File: config.mk
export PLATFORM = sky130hd
export DESIGN_NAME = dual_port_mem_arbiter
export DESIGN_NICKNAME = d
export VERILOG_FILES = /design/src/rtl/arb_pkg.sv /design/src/rtl/arb_addr_map.sv /design/src/rtl/arb_i2c_wdog.sv /design/src/rtl/arb_lock_ctrl.sv /design/src/rtl/dual_port_mem_arbiter.sv
export SDC_FILE = /design/constraint.sdc
export NUM_CORES = 1
export LEC_CHECK = 0
export BUFFER_PORTS_ARGS = -buffer_cell sky130_fd_sc_hd__buf_4
export CORE_MARGIN = 4
export CORE_UTILIZATION = 47
export CTS_CLUSTER_DIAMETER = 30
export CTS_CLUSTER_SIZE = 16
export DETAILED_ROUTE_END_ITERATION = 12
export PLACE_DENSITY = 0.83
export SYNTH_ARGS = -nofsm -noshare
export SYNTH_HDL_FRONTEND = slang
export SYNTH_HIERARCHICAL = 1
export SYNTH_SLANG_ARGS = --single-unit
File: constraint.sdc
create_clock -name clk -period 6.3 [get_ports clk]
set_input_delay 1.26 -clock clk [delete_from_list [all_inputs] [get_ports clk]]
set_output_delay 1.26 -clock clk [all_outputs]
set_load 0.01 [all_outputs]
File: src/rtl/arb_pkg.sv
// Shared types for the dual-interface memory arbiter.
// Assumes: mode and region encodings are fixed at 2 bits.
package arb_pkg;
    typedef enum logic [1:0] {
        MODE_PLAIN  = 2'b00,
        MODE_MIRROR = 2'b01,
        MODE_PASS   = 2'b10,
        MODE_HEALTH = 2'b11
    } arb_mode_e;

    typedef enum logic [1:0] {
        RGN_NONE = 2'd0,
        RGN_NVM  = 2'd1,
        RGN_SRAM = 2'd2,
        RGN_STAT = 2'd3
    } arb_rgn_e;
endpackage

File: src/rtl/arb_addr_map.sv
// Address decoder: resolves each port's request to a memory region from
// the mode and the SRAM qualifier. Purely combinational.
// Assumes: the I2C SRAM window starts at SRAM_BASE, above the user array.
module arb_addr_map
    import arb_pkg::*;
#(
    parameter int ADDR_W     = 16,
    parameter int BLK_W      = 8,
    parameter int SRAM_BASE  = 'h2000,
    parameter int SPAN_PLAIN = 32,
    parameter int SPAN_FULL  = 64,
    parameter int OVL_BLOCKS = 64
) (
    input  arb_mode_e         mode,
    input  logic              sram_ok,
    input  logic              rf_status,
    input  logic              rf_sram_cmd,
    input  logic [BLK_W-1:0]  rf_blk,
    input  logic              i2c_status,
    input  logic [ADDR_W-1:0] i2c_addr,
    output arb_rgn_e          rf_rgn,
    output arb_rgn_e          i2c_rgn
);
    localparam logic [ADDR_W-1:0] WIN_LO     = ADDR_W'(SRAM_BASE);
    localparam logic [ADDR_W-1:0] WIN_HI_PL  = ADDR_W'(SRAM_BASE + SPAN_PLAIN);
    localparam logic [ADDR_W-1:0] WIN_HI_FL  = ADDR_W'(SRAM_BASE + SPAN_FULL);
    localparam logic [ADDR_W-1:0] OVL_TOP_A  = ADDR_W'(OVL_BLOCKS);
    localparam logic [BLK_W-1:0]  OVL_TOP_B  = BLK_W'(OVL_BLOCKS);

    logic              overlay;
    logic [ADDR_W-1:0] win_hi;
    logic              in_win;

    // Overlay of low user blocks and the size of the I2C SRAM window
    always_comb begin
        overlay = sram_ok && (mode == MODE_MIRROR || mode == MODE_HEALTH);
        win_hi  = (mode == MODE_PLAIN) ? WIN_HI_PL : WIN_HI_FL;
        in_win  = (i2c_addr >= WIN_LO) && (i2c_addr < win_hi);
    end

    // RF side decode
    always_comb begin
        if (rf_status)                         rf_rgn = RGN_STAT;
        else if (rf_sram_cmd)                  rf_rgn = sram_ok ? RGN_SRAM : RGN_NONE;
        else if (overlay && rf_blk < OVL_TOP_B) rf_rgn = RGN_SRAM;
        else                                   rf_rgn = RGN_NVM;
    end

    // I2C side decode
    always_comb begin
        if (i2c_status)                           i2c_rgn = RGN_STAT;
        else if (in_win)                          i2c_rgn = sram_ok ? RGN_SRAM : RGN_NONE;
        else if (i2c_addr < WIN_LO)
            i2c_rgn = (overlay && i2c_addr < OVL_TOP_A) ? RGN_SRAM : RGN_NVM;
        else                                      i2c_rgn = RGN_NONE;
    end


    always_comb begin
        sram_gate_chk: assert (!((rf_rgn == RGN_SRAM || i2c_rgn == RGN_SRAM) && !sram_ok));
    end
endmodule

File: src/rtl/arb_i2c_wdog.sv
// I2C lock watchdog: a down-counter reloaded on each granted I2C memory
// access. It counts while running and pulses fire when it sits at zero.
// Assumes: the caller drops run on the cycle after fire (lock released).
module arb_i2c_wdog #(
    parameter int WDG_W = 8
) (
    input  logic             clk,
    input  logic             rst_n,
    input  logic             run,
    input  logic             reload,
    input  logic [WDG_W-1:0] limit,
    output logic             fire
);
    logic [WDG_W-1:0] cnt;

    // Reload, count down while running, hold at zero
    always_ff @(posedge clk) begin
        if (!rst_n)                  cnt <= '0;
        else if (reload)             cnt <= limit;
        else if (run && cnt != '0)   cnt <= cnt - 1'b1;
    end

    // Expiry flag while running at zero
    always_comb fire = run && (cnt == '0);
endmodule

File: src/rtl/arb_lock_ctrl.sv
// Lock controller: holds one lock per port, grants first come first served
// (RF wins a tie), and answers requests with grant or refuse. It applies each
// lock's release events and handles the health-mode RF takeover of an I2C
// SRAM transfer at a byte boundary.
// Assumes: requests are held by the port until grant or refuse is seen.
module arb_lock_ctrl
    import arb_pkg::*;
(
    input  logic      clk,
    input  logic      rst_n,
    input  arb_mode_e mode,
    input  logic      vcc_ok,
    input  logic      field_ok,
    input  logic      wdg_en,
    input  logic      wdg_fire,
    input  logic      rf_req,
    input  arb_rgn_e  rf_rgn,
    input  logic      rf_done,
    input  logic      i2c_req,
    input  arb_rgn_e  i2c_rgn,
    input  logic      i2c_clr_lock,
    input  logic      i2c_txn_end,
    input  logic      i2c_byte_done,
    output logic      rf_grant,
    output logic      rf_refuse,
    output logic      i2c_grant,
    output logic      i2c_refuse,
    output logic      rf_locked,
    output logic      i2c_locked,
    output logic      i2c_stretch,
    output logic      i2c_mem_win
);
    logic rf_mem, rf_stat, rf_bad, i2c_mem, i2c_stat, i2c_bad;
    logic rf_win, preempt, swap, rf_rel, i2c_rel;
    logic parked, in_sram;

    // Classify requests by region
    always_comb begin
        rf_mem   = rf_req  && (rf_rgn  == RGN_NVM || rf_rgn  == RGN_SRAM);
        rf_stat  = rf_req  && (rf_rgn  == RGN_STAT);
        rf_bad   = rf_req  && (rf_rgn  == RGN_NONE);
        i2c_mem  = i2c_req && (i2c_rgn == RGN_NVM || i2c_rgn == RGN_SRAM);
        i2c_stat = i2c_req && (i2c_rgn == RGN_STAT);
        i2c_bad  = i2c_req && (i2c_rgn == RGN_NONE);
    end

    // Arbitration: RF first on a tie, health-mode takeover waits for a byte edge
    always_comb begin
        rf_win      = rf_mem && !i2c_locked;
        preempt     = (mode == MODE_HEALTH) && i2c_locked && in_sram
                      && rf_mem && (rf_rgn == RGN_SRAM);
        swap        = preempt && i2c_byte_done;
        i2c_mem_win = i2c_mem && !rf_locked && !rf_win;
        rf_grant    = rf_stat || rf_win;
        rf_refuse   = rf_bad  || (rf_mem && i2c_locked && !preempt);
        i2c_grant   = i2c_stat || i2c_mem_win;
        i2c_refuse  = i2c_bad  || (i2c_mem && !i2c_mem_win);
        rf_rel      = rf_done || !field_ok;
        i2c_rel     = i2c_clr_lock || wdg_fire || !vcc_ok || (i2c_txn_end && !wdg_en);
        i2c_stretch = parked;
    end

    // RF lock: release dominates, set by a win or a takeover
    always_ff @(posedge clk) begin
        if (!rst_n)               rf_locked <= 1'b0;
        else if (rf_rel)          rf_locked <= 1'b0;
        else if (swap || rf_win)  rf_locked <= 1'b1;
    end

    // Parked flag: I2C transfer suspended during an RF takeover
    always_ff @(posedge clk) begin
        if (!rst_n)                 parked <= 1'b0;
        else if (parked && rf_rel)  parked <= 1'b0;
        else if (swap)              parked <= 1'b1;
    end

    // I2C lock: handed over on a takeover, restored afterwards, else release or win
    always_ff @(posedge clk) begin
        if (!rst_n)                            i2c_locked <= 1'b0;
        else if (swap)                         i2c_locked <= 1'b0;
        else if (parked && rf_rel && vcc_ok)   i2c_locked <= 1'b1;
        else if (i2c_rel)                      i2c_locked <= 1'b0;
        else if (i2c_mem_win)                  i2c_locked <= 1'b1;
    end

    // Tracks whether the I2C lock holder is inside an SRAM transfer
    always_ff @(posedge clk) begin
        if (!rst_n)                              in_sram <= 1'b0;
        else if (i2c_mem_win)                    in_sram <= (i2c_rgn == RGN_SRAM);
        else if (!parked && (i2c_rel || i2c_txn_end)) in_sram <= 1'b0;
    end


    locks_excl_chk: assert property (@(posedge clk) disable iff (!rst_n)
        !(rf_locked && i2c_locked));

    rf_release_chk: assert property (@(posedge clk) disable iff (!rst_n)
        (rf_done || !field_ok) |=> !rf_locked);

    vcc_drop_chk: assert property (@(posedge clk) disable iff (!rst_n)
        !vcc_ok |=> !i2c_locked);

    txn_end_chk: assert property (@(posedge clk) disable iff (!rst_n)
        (i2c_txn_end && !wdg_en && !i2c_stretch) |=> !i2c_locked);

    wdg_release_chk: assert property (@(posedge clk) disable iff (!rst_n)
        (wdg_fire && !i2c_stretch) |=> !i2c_locked);

    stretch_owner_chk: assert property (@(posedge clk) disable iff (!rst_n)
        i2c_stretch |-> (rf_locked && !i2c_locked));
endmodule

File: src/rtl/dual_port_mem_arbiter.sv
// Top of the dual-interface memory arbiter. It forms the SRAM qualifier from
// the supply, field, enable and mode inputs, decodes both ports' addresses,
// and drives the lock controller and the I2C watchdog.
// Assumes: rst_n is synchronous and serves as power-on reset.
module dual_port_mem_arbiter
    import arb_pkg::*;
#(
    parameter int ADDR_W     = 16,
    parameter int BLK_W      = 8,
    parameter int WDG_W      = 8,
    parameter int SRAM_BASE  = 'h2000,
    parameter int SPAN_PLAIN = 32,
    parameter int SPAN_FULL  = 64,
    parameter int OVL_BLOCKS = 64
) (
    input  logic              clk,
    input  logic              rst_n,
    input  logic [1:0]        mode,
    input  logic              sram_en,
    input  logic              vcc_ok,
    input  logic              field_ok,
    input  logic              wdg_en,
    input  logic [WDG_W-1:0]  wdg_limit,
    input  logic              rf_req,
    input  logic              rf_status,
    input  logic              rf_sram_cmd,
    input  logic [BLK_W-1:0]  rf_blk,
    input  logic              rf_done,
    output logic              rf_grant,
    output logic              rf_refuse,
    output logic [1:0]        rf_region,
    input  logic              i2c_req,
    input  logic              i2c_status,
    input  logic [ADDR_W-1:0] i2c_addr,
    input  logic              i2c_clr_lock,
    input  logic              i2c_txn_end,
    input  logic              i2c_byte_done,
    output logic              i2c_grant,
    output logic              i2c_refuse,
    output logic [1:0]        i2c_region,
    output logic              rf_locked,
    output logic              i2c_locked,
    output logic              i2c_stretch,
    output logic              wdg_fire
);
    arb_mode_e mode_e;
    arb_rgn_e  rf_rgn, i2c_rgn;
    logic      sram_ok, mem_win, wdg_run;

    // SRAM qualifier: wired supply and enable, plus field outside plain mode
    always_comb begin
        mode_e     = arb_mode_e'(mode);
        sram_ok    = vcc_ok && sram_en && (mode_e == MODE_PLAIN || field_ok);
        rf_region  = rf_rgn;
        i2c_region = i2c_rgn;
        wdg_run    = i2c_locked && wdg_en;
    end

    arb_addr_map #(
        .ADDR_W(ADDR_W), .BLK_W(BLK_W), .SRAM_BASE(SRAM_BASE),
        .SPAN_PLAIN(SPAN_PLAIN), .SPAN_FULL(SPAN_FULL), .OVL_BLOCKS(OVL_BLOCKS)
    ) u_map (
        .mode(mode_e), .sram_ok(sram_ok),
        .rf_status(rf_status), .rf_sram_cmd(rf_sram_cmd), .rf_blk(rf_blk),
        .i2c_status(i2c_status), .i2c_addr(i2c_addr),
        .rf_rgn(rf_rgn), .i2c_rgn(i2c_rgn)
    );

    arb_lock_ctrl u_lock (
        .clk(clk), .rst_n(rst_n), .mode(mode_e),
        .vcc_ok(vcc_ok), .field_ok(field_ok), .wdg_en(wdg_en), .wdg_fire(wdg_fire),
        .rf_req(rf_req), .rf_rgn(rf_rgn), .rf_done(rf_done),
        .i2c_req(i2c_req), .i2c_rgn(i2c_rgn), .i2c_clr_lock(i2c_clr_lock),
        .i2c_txn_end(i2c_txn_end), .i2c_byte_done(i2c_byte_done),
        .rf_grant(rf_grant), .rf_refuse(rf_refuse),
        .i2c_grant(i2c_grant), .i2c_refuse(i2c_refuse),
        .rf_locked(rf_locked), .i2c_locked(i2c_locked),
        .i2c_stretch(i2c_stretch), .i2c_mem_win(mem_win)
    );

    arb_i2c_wdog #(.WDG_W(WDG_W)) u_wdog (
        .clk(clk), .rst_n(rst_n), .run(wdg_run), .reload(mem_win),
        .limit(wdg_limit), .fire(wdg_fire)
    );
endmodule

== Yosys cells after proc, flatten, opt, wreduce, memory -nomap -nowiden ==
Index checks and enable logic that the tools add are counted.
W data, S select, Z words.

* Flip-flop bits (word level): 12
* Latch bits: 0
* Bits in writable memories: 0
* Bits in read-only memories: 0
* Input bits: 49
* Output and inout bits: 12
* Memories kept: 0

* $add $sub $neg: 1
* $mul: 0
* Div/mod/pow operators: 0
* $lt $le $gt $ge: 5
* Equality and inequality tests: 8
* Shifts and indexed selects: 0
* Multiplexer cells: 16
* Bitwise logic cells: 1
* Reduce and logical (&&, ||, !) cells: 64

{| class="wikitable"
|+ Operators by type and width
! kind !! number
|-
| $logic_and A1 B1 Y1 || 30
|-
| $ge A16 B14 Y1 const B || 1
|-
| $lt A16 B14 Y1 const B || 1
|-
| $lt A16 B16 Y1 || 1
|-
| $lt A16 B7 Y1 const B || 1
|-
| $mux W2 || 8
|-
| $mux W8 || 2
|-
| $logic_or A1 B1 Y1 || 14
|-
| $eq A2 B2 Y1 const B || 5
|-
| $logic_not A1 Y1 || 9
|-
| $logic_not A8 Y1 || 1
|-
| $lt A8 B7 Y1 const B || 1
|-
| $reduce_bool A8 Y1 || 1
|-
| $sub A8 B1 Y8 const B || 1
|-
| $mux W7 || 1
|-
| $eq A2 B1 Y1 const B || 3
|-
| $logic_not A2 Y1 || 3
|-
| $reduce_or A2 Y1 || 3
|-
| $mux W1 || 5
|-
| $reduce_bool A2 Y1 || 2
|-
| $reduce_bool A3 Y1 || 1
|-
| $not A1 Y1 || 1
|}

== Depth between registers and ports, before layout ==
* Word-level depth: 17
* Mapped depth: 14

== Hierarchy ==
The synthesis kept the hierarchy.

{| class="wikitable"
|+ By module, submodules not included
! module !! times used !! cells each !! area an instance (µm²) !! sequential area each (µm²)
|-
| arb_i2c_wdog || 1 || 62 || 529.3 || 160.2
|-
| arb_lock_ctrl || 1 || 44 || 392.9 || 80.1
|-
| arb_addr_map || 1 || 18 || 136.4 || 0.0
|-
| dual_port_mem_arbiter || 1 || 3 || 20.0 || 0.0
|}

== Least setup slack after synthesis ==
No wires, ideal clock.

* Path type: in2out
* Start: in mode[1]
* End: out i2c_grant
* Data arrival time: 3.108 ns
* Required time: 5.040 ns
* Slack: 1.932 ns
* Stages: 10
* Cell sequence: nor2_1 o211a_1 nand2_1 nor4bb_1 o41ai_1 inv_1 ha_1 nand3b_1 nor2_1 a21o_1

* Word-level cells in the longest chain between the ends: 15
* Elaborated cells on any way between the ends: 35
* Classes of those cells: 1 x order compare; 7 x eq/ne; 9 x mux; 18 x reduce/logical

{| class="wikitable"
|+ Ends and longest elaborated chain
! element !! RTL line !! text
|-
| start: declaration || dual_port_mem_arbiter.sv:18 || <nowiki>input logic [1:0] mode,</nowiki>
|-
| $logic_not A2 Y1 (*) || dual_port_mem_arbiter.sv:53 || <nowiki>sram_ok = vcc_ok && sram_en && (mode_e == MODE_PLAIN || field_ok);</nowiki>
|-
| $logic_or A1 B1 Y1 (*) || dual_port_mem_arbiter.sv:53 ||
|-
| $logic_and A1 B1 Y1 (*) || dual_port_mem_arbiter.sv:53 ||
|-
| via sram_ok || dual_port_mem_arbiter.sv:48 || <nowiki>logic sram_ok, mem_win, wdg_run;</nowiki>
|-
| $logic_and A1 B1 Y1 (*) || arb_addr_map.sv:36 || <nowiki>overlay = sram_ok && (mode == MODE_MIRROR || mode == MODE_HEALTH);</nowiki>
|-
| $logic_and A1 B1 Y1 (*) || arb_addr_map.sv:54 || <nowiki>i2c_rgn = (overlay && i2c_addr < OVL_TOP_A) ? RGN_SRAM : RGN_NVM;</nowiki>
|-
| $mux W2 (*) || arb_addr_map.sv:54 ||
|-
| $mux W2 (*) || arb_addr_map.sv:53 || <nowiki>else if (i2c_addr < WIN_LO)</nowiki>
|-
| $mux W2 (*) || arb_addr_map.sv:52 || <nowiki>else if (in_win) i2c_rgn = sram_ok ? RGN_SRAM : RGN_NONE;</nowiki>
|-
| $mux W2 (*) || arb_addr_map.sv:51 || <nowiki>if (i2c_status) i2c_rgn = RGN_STAT;</nowiki>
|-
| via i2c_region[0] || dual_port_mem_arbiter.sv:40 || <nowiki>output logic [1:0] i2c_region,</nowiki>
|-
| $eq A2 B1 Y1 / $eq A2 B2 Y1 (equally long branches) || arb_lock_ctrl.sv:42 || <nowiki>i2c_mem = i2c_req && (i2c_rgn == RGN_NVM || i2c_rgn == RGN_SRAM);</nowiki>
|-
| $logic_or A1 B1 Y1 (*) || arb_lock_ctrl.sv:42 ||
|-
| $logic_and A1 B1 Y1 (*) || arb_lock_ctrl.sv:42 ||
|-
| $logic_and A1 B1 Y1 (*) (2 in a row) || arb_lock_ctrl.sv:53 || <nowiki>i2c_mem_win = i2c_mem && !rf_locked && !rf_win;</nowiki>
|-
| via mem_win || dual_port_mem_arbiter.sv:48 ||
|-
| $logic_or A1 B1 Y1 (*) || arb_lock_ctrl.sv:56 || <nowiki>i2c_grant = i2c_stat || i2c_mem_win;</nowiki>
|-
| end: declaration || dual_port_mem_arbiter.sv:38 || <nowiki>output logic i2c_grant,</nowiki>
|}

Mark *: on every way through the listed nets, which the timed path passes. The rest lies on a longest branch.

== Worst setup path after layout ==
* Start: in mode[1]
* End: out i2c_grant

* Word-level cells in the longest chain between the ends: 15
* Elaborated cells on any way between the ends: 35
* Classes of those cells: 1 x order compare; 7 x eq/ne; 9 x mux; 18 x reduce/logical

{| class="wikitable"
|+ Ends and longest elaborated chain
! element !! RTL line
|-
| $logic_not A2 Y1 (*) || dual_port_mem_arbiter.sv:53
|-
| $logic_or A1 B1 Y1 (*) || dual_port_mem_arbiter.sv:53
|-
| $logic_and A1 B1 Y1 (*) || dual_port_mem_arbiter.sv:53
|-
| via sram_ok || dual_port_mem_arbiter.sv:48
|-
| $logic_and A1 B1 Y1 || arb_addr_map.sv:36
|-
| $logic_and A1 B1 Y1 (on tied branches) || arb_addr_map.sv:54, arb_addr_map.sv:45
|-
| $mux W2 (on tied branches) || arb_addr_map.sv:54, arb_addr_map.sv:45
|-
| $mux W2 (on tied branches) || arb_addr_map.sv:53, arb_addr_map.sv:44
|-
| $mux W2 (on tied branches) || arb_addr_map.sv:52, arb_addr_map.sv:43
|-
| $mux W2, or another cell as far along || arb_addr_map.sv:51
|-
| $eq A2 B1 Y1, or another cell as far along || arb_lock_ctrl.sv:42
|-
| $logic_or A1 B1 Y1 / $logic_and A1 B1 Y1 (equally long branches) || arb_lock_ctrl.sv:42, arb_lock_ctrl.sv:39
|-
| $logic_and A1 B1 Y1 (on tied branches) || arb_lock_ctrl.sv:42, arb_lock_ctrl.sv:49
|-
| $logic_and A1 B1 Y1 / $logic_not A1 Y1 (equally long branches) || arb_lock_ctrl.sv:53
|-
| $logic_and A1 B1 Y1 (*) || arb_lock_ctrl.sv:53
|-
| via mem_win || dual_port_mem_arbiter.sv:48
|-
| $logic_or A1 B1 Y1 (*) || arb_lock_ctrl.sv:56
|}

Marks and branches as above.

==> reports/qor.txt <==
Post-synth EDFFs: 0
First-pass GRT wire length: 4770 um
Leak: 0.699 nW
Design Power: 0.000207 W
Clock transition at path regs: 0.07 ns
Post-CTS sizing: 0
1st-iter DRT viols: 11
Area Growth Syn to Fin: 38.6%
Crit path cell chain: buf_4 -> nor2_1 -> o211a_1 -> nand2_1 -> o32a_1 -> o41ai_2 -> inv_1 -> ha_1 -> nand3b_1 -> nor2_1 -> a21o_1 -> buf_4
Clk buf depth: 2
TritonRoute pass-1 iters: 4
Placed insts: 201
Warnings from Yosys: 6
Critical path class: in -> out
Crit path largest cell delay: 0.38 ns
CTS buffer count: 3
ANT nets after route: 0
Worst slew margin: 59.4%
DIE HEIGHT: 55.9 um
Share of layout cells above drive strength 1: 36.4%
Setup crit end kind: output pin
CTS root buf: clkbuf_4
Synth area leaders: dfxtp_1 22%, ha_1 9.3%, nand2b_1 3.5%
Asr flop ratio synth: 0%
H-tree Lvls: 1
DR vias/cell: 5.73
GRT Util Overall: 18.5%
Seq/Total Area, Yosys: 22.3%
Worst vdd ir: 0.0000667 V
Min Tclk post-route: 4.62 ns
CP Max Fanout: 4
Worst min path class: reg -> reg
Sink Count: 12
Clock Skew: 0.00142 ns
PwrDens: 139 mW/mm^2
Setup Fix Bufs, Post-CTS: 0
Dominant synthesized flop cell: dfxtp_1
Max Slew Vio Count: 0
Fin Setup TNS: 0 ns
Hold-fix buffers, CTS: 0
Nets: 235
Count of unique library cells instantiated by Yosys: 50
Fin cells: 204
Row Count: 17
Initial antenna violation count: 0
Max cap viols: 0
Dpl hpwl: 2320 um
Layout fillers: 188
Die footprint: 0.00313 mm^2
Hold WS: 0.582 ns
Slew of the pin with the lowest slew margin: 0.601 ns
Grt ovf: 0
Final hold viol count: 0
CTS tree: built
Crit path max-delay family: compound AO/OA/AOI/OAI gates
Mapped Avg Cell Area: 8.49 um^2
Die W: 55.9 um
CP startpoint kind: primary input
Port bufs: 49
Starting Density: 49.2%
FMAX: 216 MHz
Most frequent cell after synthesis: dfxtp_1
Worst reg2reg setup slack: 3.98 ns
Synth cell count leaders: 12 x dfxtp_1, 8 x ha_1, 8 x inv_1, 8 x nor2_1, 6 x nand2b_1
Synth top area share: 22.3%
Synth Register Bits: 12
Routed length per instance: 13.6 um
Vias in the first global route: 1227
DRT Wirelength: 2780 um
CP max-delay cell: o41ai_2
Synth Cell Area: 0.00108 mm^2
Crit path buffers/inverters: 3
Largest net degree at the start of global routing: 15
Post-synth top area cell: dfxtp_1
Core ar.: 0.00219 mm^2
Endpoints failing setup: 0
WP data arrival: 3.36 ns
# DRC: 0
Final period util: 73.4%
Clk_lat worst skew: 0.26 ns
Status: finished, final reports clean
Vias: 1169
Ant diodes: 0
RSZ-0062 raised after global routing: false
Critical Path RT: 5.04 ns
Gpl congestion: 0.743
Instance count of the mapped netlist: 127
Syn_nets: 184
I/O pin cnt: 61
worst register-to-register path, delay by kind of cell, from the launching register on:
kind	cells	cell delay, ns
flops	1	0.32
simple gates	3	1.18
buf+inv	1	0.09
fa+ha+maj	1	0.21
compound gates	2	0.42
cells in the final DEF, fill, tap and decap left out, types with 2 or more instances in the layout:
cell type,netlist,layout
buf_4,0,50
dfxtp_1,12,12
nor2_1,8,8
inv_1,8,8
ha_1,8,8
nand2b_1,6,6
o21a_1,5,5
nor2b_1,5,5
o21ai_0,5,5
and2_1,4,4
a21oi_1,4,4
nand2_1,4,4
clkbuf_4,0,3
nor4b_1,3,3
nor3_1,3,3
nor4_1,3,3
nand3_1,3,3
o211a_1,2,2
nand3b_1,2,2
nand4_1,2,2
and3_1,2,2
nor4bb_1,2,2
xnor2_1,2,2
o21ai_1,2,2
mux2i_1,2,2
o31ai_1,2,2
through the flow:
| stage | area (um^2) | setup slack (ns) | utilization (%) |
|---|---|---|---|
| after global routing | 1500 | 1.46 | 68.2 |
| final | 1500 | 1.68 | 68.2 |
| after global placement | 1470 | 1.74 | 67.2 |
| after floorplan | 1080 | 1.93 | - |
| after CTS | 1500 | 1.66 | 68.2 |
| after detailed placement | 1470 | 1.67 | 67.2 |
state kept, by name (all words and copies together) (netlist names):
register            cells
u_lock/in_sram          1
u_lock/rf_locked        1
u_lock/i2c_stretch      1
u_wdog/cnt              8
u_lock/i2c_locked       1
power breakdown:
group,switching (W),leakage [nW],internal [W]
Sequential,0.00000717,0.0979,0.0000805
Combinational,0.0000334,0.587,0.0000407
Clock,0.0000234,0.0138,0.0000221
Total,0.0000640,0.699,0.000143
kinds of logic (layout without fill, tap and decap cells):
family          Yosys count  count (layout)  share of synthesized area (%)
xor+xnor                  3               3                           2.44
mux                       3               3                           2.90
simple gates             54              54                           32.0
compound gates           35              35                           26.8
flops                    12              12                           22.3
buf+inv                  12              61                           4.29
fa+ha+maj                 8               8                           9.28
routing by layer:
layer	track usage, %	share of wire [%]	up-vias
met5	0	0	-
met3	3.94	7.5	2
met2	35.8	53	45
met1	19.0	38	546
li1	-	-	576
met4	7.12	0.72	0
cell type report:
| type | instances | area, um^2 | share of cell area (%) |
|---|---|---|---|
| sequential | 12 | 240 | 16.1 |
| inverter | 8 | 30.0 | 2.01 |
| clock buffer | 3 | 22.5 | 1.51 |
| timing repair buffer | 50 | 375 | 25.1 |
| multi-input combinational | 103 | 792 | 53.0 |
| tap | 28 | 35.0 | 2.34 |
path summary, 6_finish.rpt:
kind,from,cells past startpoint,end
min reg2reg,u_lock/rf_locked,1,u_lock/rf_locked
max reg2reg,u_wdog/cnt[0],7,u_lock/in_sram
max,mode[1],12,i2c_grant
min,u_lock/rf_locked,1,u_lock/rf_locked
Power figures use the tool's default switching activity.
